<file path="config.mk">
export PLATFORM = sky130hd
export DESIGN_NAME = lb_link_sequencer
export DESIGN_NICKNAME = d
export VERILOG_FILES = /design/src/rtl/lb_pkg.sv /design/src/rtl/lb_phase_counter.sv /design/src/rtl/lb_lane_ack.sv /design/src/rtl/lb_sync_window.sv /design/src/rtl/lb_link_sequencer.sv
export SDC_FILE = /design/constraint.sdc
export NUM_CORES = 1
export LEC_CHECK = 0
export BUFFER_PORTS_ARGS = -buffer_cell sky130_fd_sc_hd__buf_2
export CORE_MARGIN = 3
export CORE_UTILIZATION = 31
export CTS_CLUSTER_DIAMETER = 80
export DETAILED_ROUTE_END_ITERATION = 8
export PLACE_DENSITY_LB_ADDON = 0.3
export SYNTH_ARGS = -nofsm -noshare
export SYNTH_HDL_FRONTEND = slang
export SYNTH_HIERARCHICAL = 1
export SYNTH_SLANG_ARGS = --single-unit
</file>
<file path="constraint.sdc">
create_clock -name clk -period 2.9 [get_ports clk]
set_clock_uncertainty 0.2 [all_clocks]
set_input_delay 0.29 -clock clk [delete_from_list [all_inputs] [get_ports clk]]
set_output_delay 0.29 -clock clk [all_outputs]
set_load 0.1 [all_outputs]
</file>
<file path="src/rtl/lb_pkg.sv">
package lb_pkg;

    typedef enum logic [2:0] {
        PH_IDLE_G1  = 3'd0,
        PH_PWRUP_G1 = 3'd1,
        PH_DATA_G1  = 3'd2,
        PH_RATE_CHG = 3'd3,
        PH_PWRUP_G2 = 3'd4,
        PH_DATA_G2  = 3'd5
    } phase_e;

    localparam logic [1:0] PD_P0 = 2'b00;
    localparam logic [1:0] PD_P1 = 2'b10;

    typedef struct packed {
        logic [1:0] pd;
        logic       rate;
        logic       idle;
        logic       data_en;
        logic       ready;
    } ctl_t;

    typedef struct packed {
        phase_e phase;
        ctl_t   ctl;
    } seq_t;

    function automatic ctl_t decode_phase(input phase_e ph);
        ctl_t c;
        c = '{pd: PD_P1, rate: 1'b0, idle: 1'b1, data_en: 1'b0, ready: 1'b0};
        case (ph)
            PH_PWRUP_G1: begin c.pd = PD_P0; c.idle = 1'b0; end
            PH_DATA_G1:  begin c.pd = PD_P0; c.idle = 1'b0; c.data_en = 1'b1; end
            PH_RATE_CHG: begin c.rate = 1'b1; end
            PH_PWRUP_G2: begin c.pd = PD_P0; c.idle = 1'b0; c.rate = 1'b1; end
            PH_DATA_G2:  begin
                c.pd = PD_P0; c.idle = 1'b0; c.rate = 1'b1;
                c.data_en = 1'b1; c.ready = 1'b1;
            end
            default: ;
        endcase
        return c;
    endfunction

endpackage

</file>
<file path="src/rtl/lb_phase_counter.sv">
module lb_phase_counter #(
    parameter int unsigned CNT_W = 9
) (
    input  logic             clk,
    input  logic             rst,
    input  logic             clr_i,
    input  logic             en_i,
    output logic [CNT_W-1:0] cnt_o
);
    localparam logic [CNT_W-1:0] CNT_MAX = {CNT_W{1'b1}};

    logic [CNT_W-1:0] cnt_d, cnt_q;

    always_comb begin
        cnt_d = cnt_q;
        if (clr_i)
            cnt_d = '0;
        else if (en_i && cnt_q != CNT_MAX)
            cnt_d = cnt_q + 1'b1;
    end

    always_ff @(posedge clk) begin
        if (rst) cnt_q <= '0;
        else     cnt_q <= cnt_d;
    end

    assign cnt_o = cnt_q;

    // count never wraps past its ceiling
    p_cnt_no_wrap_r3: assert property (@(posedge clk) disable iff (rst)
        (cnt_q == CNT_MAX && !clr_i) |=> cnt_q == CNT_MAX);

    // every phase entry restarts the count at zero
    p_cnt_clear_r3: assert property (@(posedge clk) disable iff (rst)
        clr_i |=> cnt_q == '0);

endmodule

</file>
<file path="src/rtl/lb_lane_ack.sv">
module lb_lane_ack #(
    parameter int unsigned LANES = 4
) (
    input  logic             clk,
    input  logic             rst,
    input  logic             clr_i,
    input  logic             en_i,
    input  logic [LANES-1:0] status_i,
    output logic             all_o
);
    logic [LANES-1:0] ack_d, ack_q;

    always_comb begin
        if (clr_i)     ack_d = '0;
        else if (en_i) ack_d = ack_q | status_i;
        else           ack_d = ack_q;
    end

    always_ff @(posedge clk) begin
        if (rst) ack_q <= '0;
        else     ack_q <= ack_d;
    end

    assign all_o = en_i && (&(ack_q | status_i));

    generate
        for (genvar g = 0; g < LANES; g++) begin : g_lane
            // a lane acknowledge is held until the next clear
            p_ack_sticky_r7: assert property (@(posedge clk) disable iff (rst)
                (ack_q[g] && !clr_i) |=> ack_q[g]);
        end
    endgenerate

endmodule

</file>
<file path="src/rtl/lb_sync_window.sv">
module lb_sync_window #(
    parameter int unsigned CNT_W  = 9,
    parameter int unsigned SYNC_W = 8,
    parameter int unsigned WIN_LO = 'h051,
    parameter int unsigned WIN_HI = 'h164
) (
    input  logic              clk,
    input  logic              rst,
    input  logic              clr_i,
    input  logic              en_i,
    input  logic [CNT_W-1:0]  cnt_i,
    input  logic [SYNC_W-1:0] rx_sync_i,
    output logic              hit_o
);
    localparam logic [CNT_W-1:0] LO = CNT_W'(WIN_LO);
    localparam logic [CNT_W-1:0] HI = CNT_W'(WIN_HI);

    logic qual;
    logic seen_d, seen_q;

    assign qual = en_i && (cnt_i >= LO) && (cnt_i <= HI) && (&rx_sync_i);

    always_comb begin
        if (clr_i) seen_d = 1'b0;
        else       seen_d = seen_q | qual;
    end

    always_ff @(posedge clk) begin
        if (rst) seen_q <= 1'b0;
        else     seen_q <= seen_d;
    end

    assign hit_o = seen_q | qual;

    // a new sync record is only taken inside the count window
    p_sync_in_window_r4: assert property (@(posedge clk) disable iff (rst)
        $rose(seen_q) |-> ($past(cnt_i) >= LO && $past(cnt_i) <= HI));

endmodule

</file>
<file path="src/rtl/lb_link_sequencer.sv">
module lb_link_sequencer
    import lb_pkg::*;
#(
    parameter int unsigned LANES    = 4,
    parameter int unsigned SYNC_W   = 8,
    parameter int unsigned CNT_W    = 9,
    parameter int unsigned DONE_CNT = 'h164,
    parameter int unsigned WIN_LO   = 'h051,
    parameter int unsigned WIN_HI   = 'h164
) (
    input  logic              clk,
    input  logic              rst,
    input  logic              start_i,
    input  logic              rate_sw_req_i,
    input  logic [LANES-1:0]  phy_status_i,
    input  logic [SYNC_W-1:0] rx_sync_i,
    output logic [2:0]        phase_o,
    output logic [1:0]        powerdown_o,
    output logic              rate_o,
    output logic              elec_idle_o,
    output logic              data_en_o,
    output logic              mgmt_ready_o
);
    localparam logic [CNT_W-1:0] DONE = CNT_W'(DONE_CNT);
    localparam seq_t SEQ_RESET = '{phase: PH_IDLE_G1, ctl: decode_phase(PH_IDLE_G1)};

    seq_t st_d, st_q;
    logic enter;
    logic in_pwrup, in_rate;
    logic [CNT_W-1:0] cnt;
    logic cnt_done, sync_hit, acks_all;

    assign in_pwrup = (st_q.phase == PH_PWRUP_G1) || (st_q.phase == PH_PWRUP_G2);
    assign in_rate  = (st_q.phase == PH_RATE_CHG);
    assign cnt_done = in_pwrup && (cnt == DONE);

    lb_phase_counter #(.CNT_W(CNT_W)) u_cnt (
        .clk   (clk),
        .rst   (rst),
        .clr_i (enter),
        .en_i  (in_pwrup),
        .cnt_o (cnt)
    );

    lb_sync_window #(
        .CNT_W(CNT_W), .SYNC_W(SYNC_W), .WIN_LO(WIN_LO), .WIN_HI(WIN_HI)
    ) u_sync (
        .clk       (clk),
        .rst       (rst),
        .clr_i     (enter),
        .en_i      (in_pwrup),
        .cnt_i     (cnt),
        .rx_sync_i (rx_sync_i),
        .hit_o     (sync_hit)
    );

    lb_lane_ack #(.LANES(LANES)) u_ack (
        .clk      (clk),
        .rst      (rst),
        .clr_i    (enter),
        .en_i     (in_rate),
        .status_i (phy_status_i),
        .all_o    (acks_all)
    );

    always_comb begin
        st_d  = st_q;
        enter = 1'b0;
        case (st_q.phase)
            PH_IDLE_G1: if (start_i) begin
                st_d.phase = PH_PWRUP_G1;
                enter      = 1'b1;
            end
            PH_PWRUP_G1: if (cnt_done) begin
                st_d.phase = sync_hit ? PH_DATA_G1 : PH_PWRUP_G1;
                enter      = 1'b1;
            end
            PH_DATA_G1: if (rate_sw_req_i) begin
                st_d.phase = PH_RATE_CHG;
                enter      = 1'b1;
            end
            PH_RATE_CHG: if (acks_all) begin
                st_d.phase = PH_PWRUP_G2;
                enter      = 1'b1;
            end
            PH_PWRUP_G2: if (cnt_done) begin
                st_d.phase = sync_hit ? PH_DATA_G2 : PH_PWRUP_G2;
                enter      = 1'b1;
            end
            default: ;
        endcase
        st_d.ctl = decode_phase(st_d.phase);
    end

    always_ff @(posedge clk) begin
        if (rst) st_q <= SEQ_RESET;
        else     st_q <= st_d;
    end

    assign phase_o      = st_q.phase;
    assign powerdown_o  = st_q.ctl.pd;
    assign rate_o       = st_q.ctl.rate;
    assign elec_idle_o  = st_q.ctl.idle;
    assign data_en_o    = st_q.ctl.data_en;
    assign mgmt_ready_o = st_q.ctl.ready;

    // a power-up phase is left only once the count has reached its end
    p_exit_at_done_r3: assert property (@(posedge clk) disable iff (rst)
        ($past(st_q.phase) == PH_PWRUP_G1 && st_q.phase == PH_DATA_G1) |->
            $past(cnt) == DONE);

    // Gen 1 data is only ever reached from Gen 1 power-up
    p_data_g1_entry_r5: assert property (@(posedge clk) disable iff (rst)
        (st_q.phase == PH_DATA_G1 && $past(st_q.phase) != PH_DATA_G1) |->
            $past(st_q.phase) == PH_PWRUP_G1);

    // rate change ends only with every lane acknowledged
    p_rate_done_acks_r7: assert property (@(posedge clk) disable iff (rst)
        ($past(st_q.phase) == PH_RATE_CHG && st_q.phase == PH_PWRUP_G2) |->
            $past(acks_all));

    // the rate request moves nothing outside Gen 1 data
    p_req_scope_r6: assert property (@(posedge clk) disable iff (rst)
        (st_q.phase == PH_DATA_G2 || st_q.phase == PH_IDLE_G1 && !start_i) |=>
            $stable(st_q.phase));

    // ready only in Gen 2 data
    p_ready_only_g2_r9: assert property (@(posedge clk) disable iff (rst)
        mgmt_ready_o |-> (phase_o == 3'd5 && rate_o));

endmodule

</file>
== Yosys cells after proc, flatten, opt, wreduce, memory -nomap -nowiden ==
Index checks and enable logic that the tools add are counted.

* Register bits: 23
* Output and inout bits: 9
* Logic and storage cells: 58

* Multiplexer cells: 18
* Reduce and logical (&&, ||, !) cells: 15
* Add/subtract/negate cells: 1
* Magnitude comparators: 2
* Equality and inequality tests: 11
* Bitwise logic cells: 2

{| class="wikitable"
|+ Operators with widths
! operator !! number
|-
| 3-bit 2-to-1 mux || 5
|-
| 3-bit one-hot mux with 5 select lines || 1
|-
| 3-bit by 2-bit equality test with 1-bit output (second input constant) || 4
|-
| 9-bit by 1-bit adder with 9-bit output (second input constant) || 1
|-
| 3-bit equality test (second input constant) || 3
|-
| 9-bit equality test (second input constant) || 1
|-
| 9-bit by 7-bit >= comparator with 1-bit output (second input constant) || 1
|-
| 9-bit less-or-equal comparator (second input constant) || 1
|-
| 1-bit 2-to-1 mux || 9
|-
| 9-bit != test (second input constant) || 1
|-
| 8-bit AND reduction || 1
|-
| 3-bit by 1-bit equality test with 1-bit output (second input constant) || 2
|-
| 1-bit logical AND || 6
|-
| 2-bit OR reduction || 3
|-
| 2-bit 2-to-1 mux || 2
|-
| 4-bit bitwise OR || 1
|-
| 1-bit one-hot mux with 4 select lines || 1
|-
| 4-bit AND reduction || 1
|-
| 4-bit OR reduction || 1
|-
| 3-bit logical NOT || 1
|-
| 3-bit OR reduction || 1
|-
| 1-bit logical OR || 1
|-
| 1-bit bitwise OR || 1
|}

== Longest topological paths before layout ==
Gate-level depths: netlist (run 1).

* Depth in word-level cells: 12
* Mapped depth: 12
* Mapped depth without buffers: 10

== Modules after synthesis ==
The synthesis (run 1) kept the hierarchy.

{| class="wikitable"
|+ By module, submodules not included
! module !! seq. area each (sq um) !! times used !! cells an instance !! area each (sq um)
|-
| lb_link_sequencer || 140.1 || 1 || 62 || 505.5
|-
| lb_phase_counter || 180.2 || 1 || 47 || 430.4
|-
| lb_lane_ack || 80.1 || 1 || 16 || 145.1
|-
| lb_sync_window || 20.0 || 1 || 16 || 132.6
|}

== Worst setup path before layout (run 1) ==
Ideal clock, no wire load.

* Path type: reg-to-reg
* Start point: reg st_q, in the netlist phase_o[1]
* End point: reg u_cnt.cnt_q[0], in the netlist u_cnt/cnt_o[0]
* Arrival time: 2.858 ns
* Period minus slack after synthesis: 3.184 ns
* Data required time: 2.574 ns
* Library setup time: 0.126 ns
* Stages on the path, launching flop included: 12
* Path buffers: 2
* Path slack: -0.284 ns
* Path through: dfxtp_1 buf_2 and3_1 o21ai_1 nor3_2 nand2_1 o21ai_0 nand2_1 o311ai_0 or2_2 clkbuf_1 nor2_1

* Elaborated cells on any way between the ends: 14
* Those cells by class: eq/ne: 4; mux: 3; reduce/logical: 7

{| class="wikitable"
|+ RTL lines
! what !! RTL line !! text
|-
| from (decl) || lb_link_sequencer.sv:27 || <nowiki>seq_t st_d, st_q;</nowiki>
|-
| from (signal assigned) || lb_link_sequencer.sv:97 || <nowiki>else st_q <= st_d;</nowiki>
|-
| 3-bit by 2-bit equality test with 1-bit output || lb_link_sequencer.sv:34 || <nowiki>assign in_rate = (st_q.phase == PH_RATE_CHG);</nowiki>
|-
| named net in_rate || lb_link_sequencer.sv:29 || <nowiki>logic in_pwrup, in_rate;</nowiki>
|-
| 1-bit logical AND || lb_lane_ack.sv:24 || <nowiki>assign all_o = en_i && (&(ack_q | status_i));</nowiki>
|-
| named net acks_all || lb_link_sequencer.sv:31 || <nowiki>logic cnt_done, sync_hit, acks_all;</nowiki>
|-
| 1-bit 2-to-1 mux || lb_link_sequencer.sv:82 || <nowiki>PH_RATE_CHG: if (acks_all) begin</nowiki>
|-
| 1-bit one-hot mux with 4 select lines || lb_link_sequencer.sv:69 || <nowiki>case (st_q.phase)</nowiki>
|-
| named net enter || lb_link_sequencer.sv:28 || <nowiki>logic enter;</nowiki>
|-
| 2-bit OR reduction (no source line) || -- ||
|-
| to (signal assigned) || lb_phase_counter.sv:24 || <nowiki>else cnt_q <= cnt_d;</nowiki>
|-
| to (decl) || lb_phase_counter.sv:12 || <nowiki>logic [CNT_W-1:0] cnt_d, cnt_q;</nowiki>
|}

The timed path passes the listed nets, and every way through them passes these cells.
A chain may end at the register's enable or synchronous reset.

== Worst setup path in the final report (run 1) ==
* Start point: reg u_cnt.cnt_q[2], in the netlist u_cnt/cnt_o[2]
* End point: reg u_cnt.cnt_q[2], in the netlist u_cnt/cnt_o[2]

* Longest elaborated chain between the ends: 5
* Elaborated cells on any way between the ends: 8
* Those cells by class: add/sub: 1; eq/ne: 2; mux: 2; reduce/logical: 3

{| class="wikitable"
|+ Ends and longest elaborated chain
! what !! RTL line !! text
|-
| 9-bit equality test || lb_link_sequencer.sv:35 || <nowiki>assign cnt_done = in_pwrup && (cnt == DONE);</nowiki>
|-
| 1-bit logical AND || lb_link_sequencer.sv:35 ||
|-
| 1-bit 2-to-1 mux || lb_link_sequencer.sv:74, lb_link_sequencer.sv:86 ||
|-
| 1-bit one-hot mux with 4 select lines || lb_link_sequencer.sv:69 ||
|-
| named net enter || lb_link_sequencer.sv:28 ||
|-
| 2-bit OR reduction (no source line) || -- ||
|}

The timed path passes the listed nets, and every way through them passes these cells.

==> metrics.log, run 1 <==
[metrics] result of the run: finished, final reports clean
[metrics] register cell area after layout: ~420 um^2
[metrics] pin count of the biggest net entering global routing: 16
[metrics] number of gates resized after cts: 0
[metrics] post-CTS setup repair buffer count: 0
[metrics] static power due to leakage: 0.513 nW
[metrics] first-pass GRT wire length: 4490 um
[metrics] total of warnings raised by yosys: 6
[metrics] worst ir drop on vdd: 0.120 mV
[metrics] measured slew at the worst slew-check pin: about 1.1 ns
[metrics] final non-filler cell area: roughly 1400 um^2
[metrics] worst min-delay path category: input pin to flip-flop
[metrics] unrepaired setup endpoints after global routing: no
[metrics] worst-path cell chain: nor3b_2 -> nand3_1 -> o311ai_0 -> or2_2 -> nor2_1
[metrics] number of pins with negative max-slew slack in the final report: 0
[metrics] total global routing track utilization: about 12%
[metrics] Die Footprint: 4700 um^2
[metrics] Die H: 68.6 um
[metrics] effective utilization at floorplan: 32.7%
[metrics] Post-synth EDFFs: 0
[metrics] Synth Instances: between 100 and 150
[metrics] horizontal extent of the die: around 69 um
[metrics] via count of the first global-routing pass: between 1000 and 1500
[metrics] number of I/O pins: 25
[metrics] sequential-to-total area share from yosys stat: about a third
[metrics] critical path class: flip-flop to flip-flop
[metrics] vias per inst: about 5.4
[metrics] Final Hold Fails: 0
[metrics] share of synthesized flip-flops with an asynchronous set or reset: 0%
[metrics] # port buffers: 23
[metrics] combined area of the multi-input logic cells: about 720 um^2
[metrics] Crit path largest cell delay: 0.94 ns
[metrics] half-perimeter wire length after detailed placement: 2100 um
[metrics] number of antenna repair diodes: 0
[metrics] CTS tree: yes
[metrics] number of setup violations in the final report: 0
[metrics] gp weighted congestion: 0.786
[metrics] ranking of synthesized cells by instance count: sky130_fd_sc_hd__dfxtp_1, sky130_fd_sc_hd__a21oi_1, sky130_fd_sc_hd__nor2_1, sky130_fd_sc_hd__nand2_1, sky130_fd_sc_hd__nor3_1
[metrics] maximum achievable frequency: 390 MHz
[metrics] Pwr Density: between 400 and 500 nW/um^2
[metrics] Worst Path Max Fanout: 9
[metrics] post-synth net total: ~160
[metrics] post-synthesis sequential element count: 21
[metrics] post-placement cell area: approximately 1400 um^2
[metrics] number of H-tree levels: 1
[metrics] total via count after detailed routing: around 1100
[metrics] most area-hungry cell type in the Yosys netlist: sky130_fd_sc_hd__dfxtp_1
[metrics] time the final worst path needs with I/O delays and setup: approximately 2.6 ns
[metrics] first-pass iteration count of the detailed router: 4
[metrics] Hold Worst Slack: 0.148 ns
[metrics] per-cell routed wire length: about 13 um
[metrics] most frequent cell after synthesis: sky130_fd_sc_hd__dfxtp_1
[metrics] slowest cell on the critical path: sky130_fd_sc_hd__o311ai_0
[metrics] number of different library cells in the post-synthesis netlist: between 50 and 60
[metrics] proportion of layout cells with a drive suffix above 1: between 20 and 30%
[metrics] crit end category: flip-flop
[metrics] number of max-cap violations: 0
[metrics] layout overhead on the synthesized area: 15.4%
[metrics] DR iter-0 viols: around 120
[metrics] worst path arrival time: 2.52 ns
[metrics] most used flip-flop cell after synthesis: sky130_fd_sc_hd__dfxtp_1
[metrics] insertion delay to the later sink of the worst-skew pair: roughly 0.26 ns
[metrics] clock-pin transition on the worst setup and hold timing paths: approximately 0.080 ns
[metrics] Data required, critical path: between 2 and 3 ns
[metrics] mean area per synthesized cell: 8.61 um^2
[metrics] max_slew headroom: around a quarter
[metrics] Total Routed Length: roughly 2800 um
[metrics] count of nets after finishing: roughly 180
[metrics] Placeable Area: approximately 3700 um^2
[metrics] number of antenna violations at the first check in global routing: 0
[metrics] number of cell rows: 22
[metrics] maximum clock insertion buffer count: 2
[metrics] Layout Utilization: between 30% and 40%
[metrics] total global routing overflow: 0
[metrics] synthesized cell area: ~1200 um^2
[metrics] final period utilization: roughly nine tenths
[metrics] critical path launch point type: flip-flop
[metrics] Sum Neg Setup Slack: 0 ns
[metrics] ANT nets after route: 0
[metrics] remaining routing DRC violations: 0
[metrics] proportion of netlist area held by the largest area contributor: 34.6%
[metrics] cell types occupying the most area after synthesis: sky130_fd_sc_hd__dfxtp_1, sky130_fd_sc_hd__a21oi_1, sky130_fd_sc_hd__nor2_1, sky130_fd_sc_hd__nor3_1, sky130_fd_sc_hd__mux2i_1
[metrics] Filler Cell Count: about 380
[metrics] clock tree sinks: 21
[metrics] root buffer selected by CTS: sky130_fd_sc_hd__clkbuf_8
[metrics] Num CTS Buffers: 3
[metrics] quantity of hold-fixing buffers added after cts: 0
[metal layers]
| metal | routed length, um | global-route usage (%) | up-vias |
|---|---|---|---|
| li1 | - | - | 563 |
| met1 | 1210 | 13.9 | 547 |
| met2 | 1430 | 22.4 | 25 |
| met3 | 104 | 2.59 | 2 |
| met4 | 17 | 4.22 | 0 |
| met5 | 0 | 0 | - |
[cell type report]
cell class	instances	area share, %
multi-input combinational	107	51.7
sequential	21	30.3
timing repair buffer	24	8.76
tap	48	4.29
clock buffer	3	2.95
inverter	6	1.61
clock inverter	1	0.357
[layout by cell type, fill, tap and decap left out, types with 2 or more instances in the layout]
cell type / netlist / layout
sky130_fd_sc_hd__dfxtp_2: 0 / 3
sky130_fd_sc_hd__nand2_1: 8 / 8
sky130_fd_sc_hd__nand2b_1: 2 / 2
sky130_fd_sc_hd__nor3_1: 8 / 8
sky130_fd_sc_hd__ha_1: 2 / 2
sky130_fd_sc_hd__nor2_1: 13 / 13
sky130_fd_sc_hd__or3_1: 3 / 3
sky130_fd_sc_hd__or4_1: 2 / 2
sky130_fd_sc_hd__o31ai_1: 2 / 2
sky130_fd_sc_hd__clkbuf_8: 0 / 3
sky130_fd_sc_hd__nand4_2: 2 / 2
sky130_fd_sc_hd__o21ai_0: 6 / 6
sky130_fd_sc_hd__and3_1: 2 / 2
sky130_fd_sc_hd__buf_2: 1 / 23
sky130_fd_sc_hd__mux2i_1: 3 / 3
sky130_fd_sc_hd__inv_1: 6 / 6
sky130_fd_sc_hd__dfxtp_1: 21 / 18
sky130_fd_sc_hd__nand3_1: 6 / 6
sky130_fd_sc_hd__a21oi_1: 15 / 15
sky130_fd_sc_hd__xor2_1: 2 / 2
[worst max-delay path: cells and delay by family (launching register included)]
family | cells | cell delay (ns)
compound gates | 1 | 0.94
flops | 1 | 0.45
simple gates | 4 | 0.86
[kinds of logic after synthesis]
kind of cell | count (synthesis) | share of synthesized area, %
simple gates | 59 | 29.8
compound gates | 38 | 22.1
flops | 21 | 34.6
xor+xnor | 3 | 2.17
buf+inv | 13 | 5.67
mux | 3 | 2.47
fa+ha+maj | 3 | 2.89
other cells | 1 | 0.309
[final timing paths]
path | startpoint | to | slack, ns | cells past startpoint
setup reg to reg | u_cnt/cnt_o[2] | u_cnt/cnt_o[2] | 0.34 | 5
hold reg to reg | u_ack/ack_q[3] | u_ack/ack_q[3] | 0.32 | 2
hold / removal | phy_status_i[2] | u_ack/ack_q[2] | 0.15 | 3
setup / recovery | u_cnt/cnt_o[2] | u_cnt/cnt_o[2] | 0.34 | 5
[where the power goes]
group | total, mW | switching (mW) | internal, mW
clock network | 0.190 | 0.0944 | 0.0956
logic | 0.0823 | 0.0585 | 0.0238
registers | 0.300 | 0.00758 | 0.292
total | 0.572 | 0.160 | 0.411
[metrics by stage]
stage | instances | total power, mW | setup slack (ns)
finish | 210 | 0.572 | 0.338
global route | 210 | 0.601 | 0.113
CTS | 210 | 0.582 | 0.330
detailed placement | 206 | 0.389 | 0.335
global placement | 206 | 0.388 | 0.424
floorplan | 141 | 0.372 | 0.0732
[sequential cells by signal, indices dropped and copies added (netlist names)]
name	cells
mgmt_ready_o	1
phase_o	3
powerdown_o	1
u_sync/seen_q	1
u_cnt/cnt_o	9
data_en_o	1
rate_o	1
u_ack/ack_q	4
(Power assumes the default switching activity.)
==> inputs of run 2 (changes only) <==
Settings changed: CELL_PAD_IN_SITES_DETAIL_PLACEMENT set to 0, CELL_PAD_IN_SITES_GLOBAL_PLACEMENT set to 1.
==> metrics.log, run 2 (synthesized netlist as in run 1, its figures left out) <==
[metrics] first-pass GRT wire length: 4550 um (+1.5%)
[metrics] Worst Path Max Fanout: 9 (unchanged)
[metrics] per-cell routed wire length: 12.7 um (-3.3%)
[metrics] result of the run: finished, final reports clean
[metrics] layout overhead on the synthesized area: 15.3% (about the same)
[metrics] ANT nets after route: 0 (unchanged)
[metrics] Die H: 68.6 um (unchanged)
[metrics] worst min-delay path category: input pin to flip-flop
[metrics] unrepaired setup endpoints after global routing: no
[metrics] pin count of the biggest net entering global routing: 16 (unchanged)
[metrics] Data required, critical path: 2.84 ns (about the same)
[metrics] root buffer selected by CTS: sky130_fd_sc_hd__clkbuf_8
[metrics] Crit path largest cell delay: 0.95 ns (about the same)
[metrics] Pwr Density: 411 nW/um^2 (+0.58%)
[metrics] insertion delay to the later sink of the worst-skew pair: 0.26 ns (about the same)
[metrics] number of setup violations in the final report: 0 (unchanged)
[metrics] Num CTS Buffers: 3 (unchanged)
[metrics] critical path class: flip-flop to flip-flop
[metrics] measured slew at the worst slew-check pin: 1.10 ns (+0.0112 ns)
[metrics] Total Routed Length: 2660 um (-3.3%)
[metrics] smallest setup slack after layout: 0.326 ns (-0.0120 ns)
[metrics] worst path arrival time: 2.52 ns (about the same)
[metrics] effective utilization at floorplan: 32.7% (unchanged)
[metrics] number of gates resized after cts: 0 (unchanged)
[metrics] number of cell rows: 22 (unchanged)
[metrics] # port buffers: 23 (unchanged)
[metrics] vias per inst: 5.26 (-2.9%)
[metrics] number of H-tree levels: 1 (unchanged)
[metrics] slowest cell on the critical path: sky130_fd_sc_hd__o311ai_0
[metrics] worst ir drop on vdd: 0.175 mV (+45%)
[metrics] remaining routing DRC violations: 0 (unchanged)
[metrics] number of antenna repair diodes: 0 (unchanged)
[metrics] pre-CTS setup slack: 0.304 ns (-0.0312 ns)
[metrics] total via count after detailed routing: 1104 (-2.9%)
[metrics] number of I/O pins: 25 (unchanged)
[metrics] CTS tree: yes
[metrics] Filler Cell Count: 398 (+3.6%)
[metrics] quantity of hold-fixing buffers added after cts: 0 (unchanged)
[metrics] DR iter-0 viols: 68 (-43%)
[metrics] number of antenna violations at the first check in global routing: 0 (unchanged)
[metrics] most common cell after layout, fill and taps aside: sky130_fd_sc_hd__buf_2
[metrics] Sum Neg Setup Slack: 0 ns (unchanged)
[metrics] Placeable Area: 3720 um^2 (unchanged)
[metrics] count of buffering cells on the critical path with inverters included: 0 (unchanged)
[metrics] number of max-cap violations: 0 (unchanged)
[metrics] crit end category: flip-flop
[metrics] count of nets after finishing: 181 (unchanged)
[metrics] post-CTS setup repair buffer count: 0 (unchanged)
[metrics] critical path launch point type: flip-flop
[metrics] number of pins with negative max-slew slack in the final report: 0 (unchanged)
[metrics] worst-path cell chain: nor3b_2 -> nand3_1 -> o311ai_0 -> or2_2 -> a21oi_1
[metrics] gp weighted congestion: 0.721 (-8.2%)
[metrics] via count of the first global-routing pass: 1019 (-3.0%)
[metrics] time the final worst path needs with I/O delays and setup: 2.57 ns (+0.0120 ns)
[metrics] flip-flop count of the largest register after layout: 9 (unchanged)
[metrics] horizontal extent of the die: 68.6 um (unchanged)
[metrics] proportion of layout cells with a drive suffix above 1: 27.8% (-0.62 points)
[metrics] Die Footprint: 4700 um^2 (unchanged)
[metrics] total global routing track utilization: 12.7% (+0.46 points)
[metrics] half-perimeter wire length after detailed placement: 2030 um (-3.2%)
[metrics] maximum clock insertion buffer count: 2 (unchanged)
[metrics] family with the most delay on the worst path: compound AO/OA/AOI/OAI gates
[metrics] clock tree sinks: 21 (unchanged)
[metrics] Layout Utilization: 37.6% (about the same)
[metrics] final period utilization: 88.8% (+0.41 points)
[metrics] total global routing overflow: 0 (unchanged)
[metrics] maximum achievable frequency: 389 MHz (-0.46%)
[metrics] static power due to leakage: 0.511 nW (-0.53%)
[metrics] clock-pin transition on the worst setup and hold timing paths: 0.08 ns (about the same)
[metrics] max_slew headroom: 25.9% (-0.76 points)
[metrics] first-pass iteration count of the detailed router: 4 (unchanged)
[metrics] leading cell types in the layout, fill and taps excluded: sky130_fd_sc_hd__buf_2, sky130_fd_sc_hd__dfxtp_1, sky130_fd_sc_hd__a21oi_1, sky130_fd_sc_hd__nor2_1
[metrics] Final Hold Fails: 0 (unchanged)
[run 2: cell count changes in the layout (fill, tap and decap cells not counted), sizes merged]
cell | previous run | this run
clkbuf | 3 | 4
clkinv | 1 | 0
[run 2: worst min-delay path: stages]
cell,delay [ns]
sky130_fd_sc_hd__buf_2,0.09
sky130_fd_sc_hd__a21oi_1,0.06
sky130_fd_sc_hd__nor3_1,0.11
[run 2: power by group]
| group | internal (mW) | switching (mW) |
|---|---|---|
| Clock | 0.0979 | 0.0949 |
| Combinational | 0.0237 | 0.0585 |
| Sequential | 0.292 | 0.00768 |
| Total | 0.414 | 0.161 |
[run 2: routing by layer]
metal  part of all wire (%)  GRT usage [%]  wire length [um]
met4                    1.6           5.21                43
met5                      0              0                 0
met3                    3.7           2.43                98
met2                     50           21.6              1320
met1                     45           15.6              1200
[run 2: area by class of cell]
cell class	instances	area, um^2	area share, %
timing repair buffer	24	123	8.77
clock buffer	4	45.0	3.22
multi-input combinational	107	724	51.8
inverter	6	22.5	1.61
tap	48	60.1	4.29
sequential	21	424	30.3
[run 2: per-stage QoR]
stage	hold slack, ns	instance area, um^2	power (mW)	std cells
global placement	0.315	1350	0.388	206
floorplan	0.150	1220	0.372	141
finish	0.130	1400	0.575	210
detailed placement	0.306	1350	0.389	206
CTS	0.133	1400	0.584	210
global route	0.153	1400	0.611	210
[run 2: final timing paths]
path	cells past startpoint	startpoint	slack, ns	end
max	5	u_cnt/cnt_o[2]	0.33	u_cnt/cnt_o[7]
min	3	phy_status_i[1]	0.13	u_ack/ack_q[1]
max reg2reg	5	u_cnt/cnt_o[2]	0.33	u_cnt/cnt_o[7]
min reg2reg	2	u_ack/ack_q[1]	0.31	u_ack/ack_q[1]
==> inputs of run 3 (changes only) <==
Settings changed: SYNTH_HIERARCHICAL 1 to not set.
==> metrics.log, run 3 <==
[metrics] internal cell power: 0.407 mW (-1.7%)
[metrics] share of synthesized flip-flops with an asynchronous set or reset: 0% (unchanged)
[metrics] number of gates resized after cts: 0 (unchanged)
[metrics] synthesized cell area: 1200 um^2 (-0.93%)
[metrics] proportion of layout cells with a drive suffix above 1: 24.1% (-3.7 points)
[metrics] per-cell routed wire length: 12.8 um (+1.1%)
[metrics] total of warnings raised by yosys: 0 (-6)
[metrics] number of I/O pins: 25 (unchanged)
[metrics] Clk network pwr share: 34.4% (+0.9 points)
[metrics] number of max-cap violations: 0 (unchanged)
[metrics] Placeable Area: 3690 um^2 (-0.74%)
[metrics] worst ir drop on vdd: 0.200 mV (+15%)
[metrics] sequential-to-total area share from yosys stat: 35.0% (+0.32 points)
[metrics] crit end category: flip-flop
[metrics] Total Routed Length: 2640 um (-0.79%)
[metrics] proportion of power drawn by combinational gates: 13.2% (-1.1 points)
[metrics] Die H: 68.3 um (-0.42%)
[metrics] proportion of netlist area held by the largest area contributor: 35.0% (+0.32 points)
[metrics] reg2reg setup slack: 0.50 ns (+0.17 ns)
[metrics] number of antenna repair diodes: 0 (unchanged)
[metrics] Worst Min Path Start: phy_status_i[1]
[metrics] post-CTS setup repair buffer count: 0 (unchanged)
[metrics] root buffer selected by CTS: sky130_fd_sc_hd__clkbuf_8
[metrics] Filler Cell Count: 404 (+1.5%)
[metrics] Worst Path Max Fanout: 9 (unchanged)
[metrics] insertion delay to the later sink of the worst-skew pair: 0.26 ns (about the same)
[metrics] half-perimeter wire length after detailed placement: 1990 um (-2.3%)
[metrics] max_slew headroom: 53.1% (+27 points)
[metrics] critical path launch point type: flip-flop
[metrics] via count of the first global-routing pass: 1018 (-0.098%)
[metrics] most common cell after layout, fill and taps aside: sky130_fd_sc_hd__buf_2
[metrics] Die Footprint: 4660 um^2 (-0.84%)
[metrics] DR iter-0 viols: 79 (+16%)
[metrics] worst path arrival time: 2.35 ns (-0.17 ns)
[metrics] Post-synth EDFFs: 0 (unchanged)
[metrics] fraction of power consumed by sequential logic: 52.4% (+0.3 points)
[metrics] count of nets after finishing: 179 (-1.1%)
[metrics] Cells after DPL: 202 (-1.9%)
[metrics] total global routing overflow: 0 (unchanged)
[metrics] gp weighted congestion: 0.846 (+17%)
[metrics] net switching component of the power: 0.157 mW (-2.8%)
[metrics] number of antenna violations at the first check in global routing: 0 (unchanged)
[metrics] most area-hungry cell type in the Yosys netlist: sky130_fd_sc_hd__dfxtp_1
[metrics] maximum clock insertion buffer count: 2 (unchanged)
[metrics] result of the run: finished, final reports clean
[metrics] startpoint of the most critical setup path: u_cnt.cnt_o[2]
[metrics] first-pass iteration count of the detailed router: 4 (unchanged)
[metrics] number of cell rows: 22 (unchanged)
[metrics] # port buffers: 23 (unchanged)
[metrics] Synth Instances: 138 (-2.1%)
[metrics] launch point of the worst reg-to-reg path: u_cnt.cnt_o[2]
[metrics] number of pins with negative max-slew slack in the final report: 0 (unchanged)
[metrics] vias per inst: 5.30 (+0.83%)
[metrics] quantity of hold-fixing buffers added after cts: 0 (unchanged)
[metrics] unrepaired setup endpoints after global routing: no
[metrics] cell types occupying the most area after synthesis: sky130_fd_sc_hd__dfxtp_1, sky130_fd_sc_hd__nor2_1, sky130_fd_sc_hd__xor2_1, sky130_fd_sc_hd__a21oi_1, sky130_fd_sc_hd__ha_1
[metrics] Sw Share: 27.8% (-0.24 points)
[metrics] effective utilization at floorplan: 32.6% (-0.062 points)
[metrics] number of setup violations in the final report: 0 (unchanged)
[metrics] final period utilization: 82.9% (-5.9 points)
[metrics] most used flip-flop cell after synthesis: sky130_fd_sc_hd__dfxtp_1
[metrics] Sum Neg Setup Slack: 0 ns (unchanged)
[metrics] remaining routing DRC violations: 0 (unchanged)
[metrics] number of different library cells in the post-synthesis netlist: 45 (-13%)
[metrics] critical path class: flip-flop to flip-flop
[metrics] static power due to leakage: 0.538 nW (+5.4%)
[metrics] pre-CTS setup slack: 0.507 ns (+0.203 ns)
[metrics] ANT nets after route: 0 (unchanged)
[metrics] total global routing track utilization: 12.8% (+0.11 points)
[metrics] CTS tree: yes
[metrics] Final Hold Fails: 0 (unchanged)
[metrics] maximum achievable frequency: 416 MHz (+7.1%)
[metrics] met1 demand-to-capacity share in global routing: 14.4% (-1.3 points)
[metrics] flip-flop count of the largest register after layout: 9 (unchanged)
[metrics] Layout Utilization: 37.2% (-0.40 points)
[metrics] Pwr Density: 410 nW/um^2 (-0.20%)
[metrics] met2 layer usage reported by global route: 23.0% (+1.4 points)
[metrics] ranking of synthesized cells by instance count: sky130_fd_sc_hd__dfxtp_1, sky130_fd_sc_hd__nor2_1, sky130_fd_sc_hd__a21oi_1, sky130_fd_sc_hd__nand4_1
[metrics] measured slew at the worst slew-check pin: 0.699 ns (-0.398 ns)
[metrics] total via count after detailed routing: 1092 (-1.1%)
[metrics] smallest setup slack after layout: 0.496 ns (+0.170 ns)
[metrics] post-synth net total: 158 (-0.63%)
[metrics] post-synthesis sequential element count: 21 (unchanged)
[metrics] final standard cell count with taps included and fillers excluded: 206 (-1.9%)
[metrics] first-pass GRT wire length: 4440 um (-2.6%)
[metrics] clock-pin transition on the worst setup and hold timing paths: 0.08 ns (about the same)
[metrics] layout overhead on the synthesized area: 14.3%
[metrics] time the final worst path needs with I/O delays and setup: 2.40 ns (-0.170 ns)
[metrics] horizontal extent of the die: 68.3 um (-0.42%)
[metrics] clock tree sinks: 21 (unchanged)
[metrics] pin count of the biggest net entering global routing: 16 (unchanged)
[metrics] met3 Track Usage GR: 4.11% (+1.7 points)
[metrics] worst min-delay path category: input pin to flip-flop
[metrics] mean area per synthesized cell: 8.71 um^2 (+1.2%)
[metrics] Num CTS Buffers: 3 (unchanged)
[metrics] number of H-tree levels: 1 (unchanged)
[metrics] leading cell types in the layout, fill and taps excluded: sky130_fd_sc_hd__buf_2, sky130_fd_sc_hd__nor2_1, sky130_fd_sc_hd__dfxtp_1, sky130_fd_sc_hd__a21oi_1, sky130_fd_sc_hd__nand4_1
[metrics] Data required, critical path: 2.84 ns (about the same)
[metrics] global route hottest layer: met2
-- run 3: per-layer routing --
| metal | share of wire, % | vias to the layer above |
|---|---|---|
| li1 | - | 544 |
| met1 | 44 | 518 |
| met2 | 51 | 28 |
| met3 | 5.1 | 2 |
| met4 | 0.64 | 0 |
| met5 | 0 | - |
-- run 3: logic make-up (layout without fill, tap and decap cells) --
| kind of cell | Yosys count | count (layout) | share of synthesized area, % |
|---|---|---|---|
| simple gates | 55 | 55 | 24.8 |
| compound gates | 33 | 33 | 21.6 |
| other cells | 1 | 1 | 0.312 |
| fa+ha+maj | 4 | 4 | 4.16 |
| mux | 2 | 2 | 1.66 |
| flops | 21 | 21 | 35.0 |
| buf+inv | 14 | 34 | 6.66 |
| xor+xnor | 8 | 8 | 5.83 |
-- run 3: cell type report --
| class | instances | area [um^2] | area share, % |
|---|---|---|---|
| Multi-Input combinational cell | 103 | 702 | 51.1 |
| Clock inverter | 1 | 5.00 | 0.364 |
| Sequential cell | 21 | 420 | 30.6 |
| Clock buffer | 3 | 41.3 | 3.01 |
| Inverter | 6 | 22.5 | 1.64 |
| Timing Repair Buffer | 24 | 123 | 8.93 |
| Tap cell | 48 | 60.1 | 4.37 |
-- run 3: critical path: stages (launching register included) --
cell and delay, ns:
sky130_fd_sc_hd__dfxtp_1 0.37, sky130_fd_sc_hd__and3_2 0.21, sky130_fd_sc_hd__nor2b_1 0.14, sky130_fd_sc_hd__and3_1 0.17
sky130_fd_sc_hd__ha_1 0.18, sky130_fd_sc_hd__nor3_2 0.58, sky130_fd_sc_hd__nand4_1 0.21, sky130_fd_sc_hd__xor2_1 0.17
sky130_fd_sc_hd__nor2_1 0.05
-- run 3: final timing paths --
check	to	depth (start not counted)
worst min-delay path	u_ack.ack_q[1]	3
worst max-delay path	u_cnt.cnt_o[7]	8
worst min register to register	u_ack.ack_q[2]	2
worst max register to register	u_cnt.cnt_o[7]	8
-- run 3: through the flow --
step                      total power, mW  area (um^2)  hold slack (ns)
after floorplan                     0.361         1200            0.228
after global placement              0.376         1330            0.248
after detailed placement            0.377         1330            0.268
after CTS                           0.573         1370           0.0602
after global routing                0.595         1370           0.0677
final                               0.563         1370           0.0688
-- run 3: power by group through the flow --
| stage | Clock [mW] | Sequential, mW | Combinational [mW] |
|---|---|---|---|
| CTS | 0.203 | 0.295 | 0.0748 |
| floorplan | 0 | 0.314 | 0.0473 |
| detailed placement | 0 | 0.302 | 0.0748 |
| global route | 0.219 | 0.296 | 0.0806 |
| finish | 0.194 | 0.295 | 0.0743 |
| global placement | 0 | 0.302 | 0.0739 |
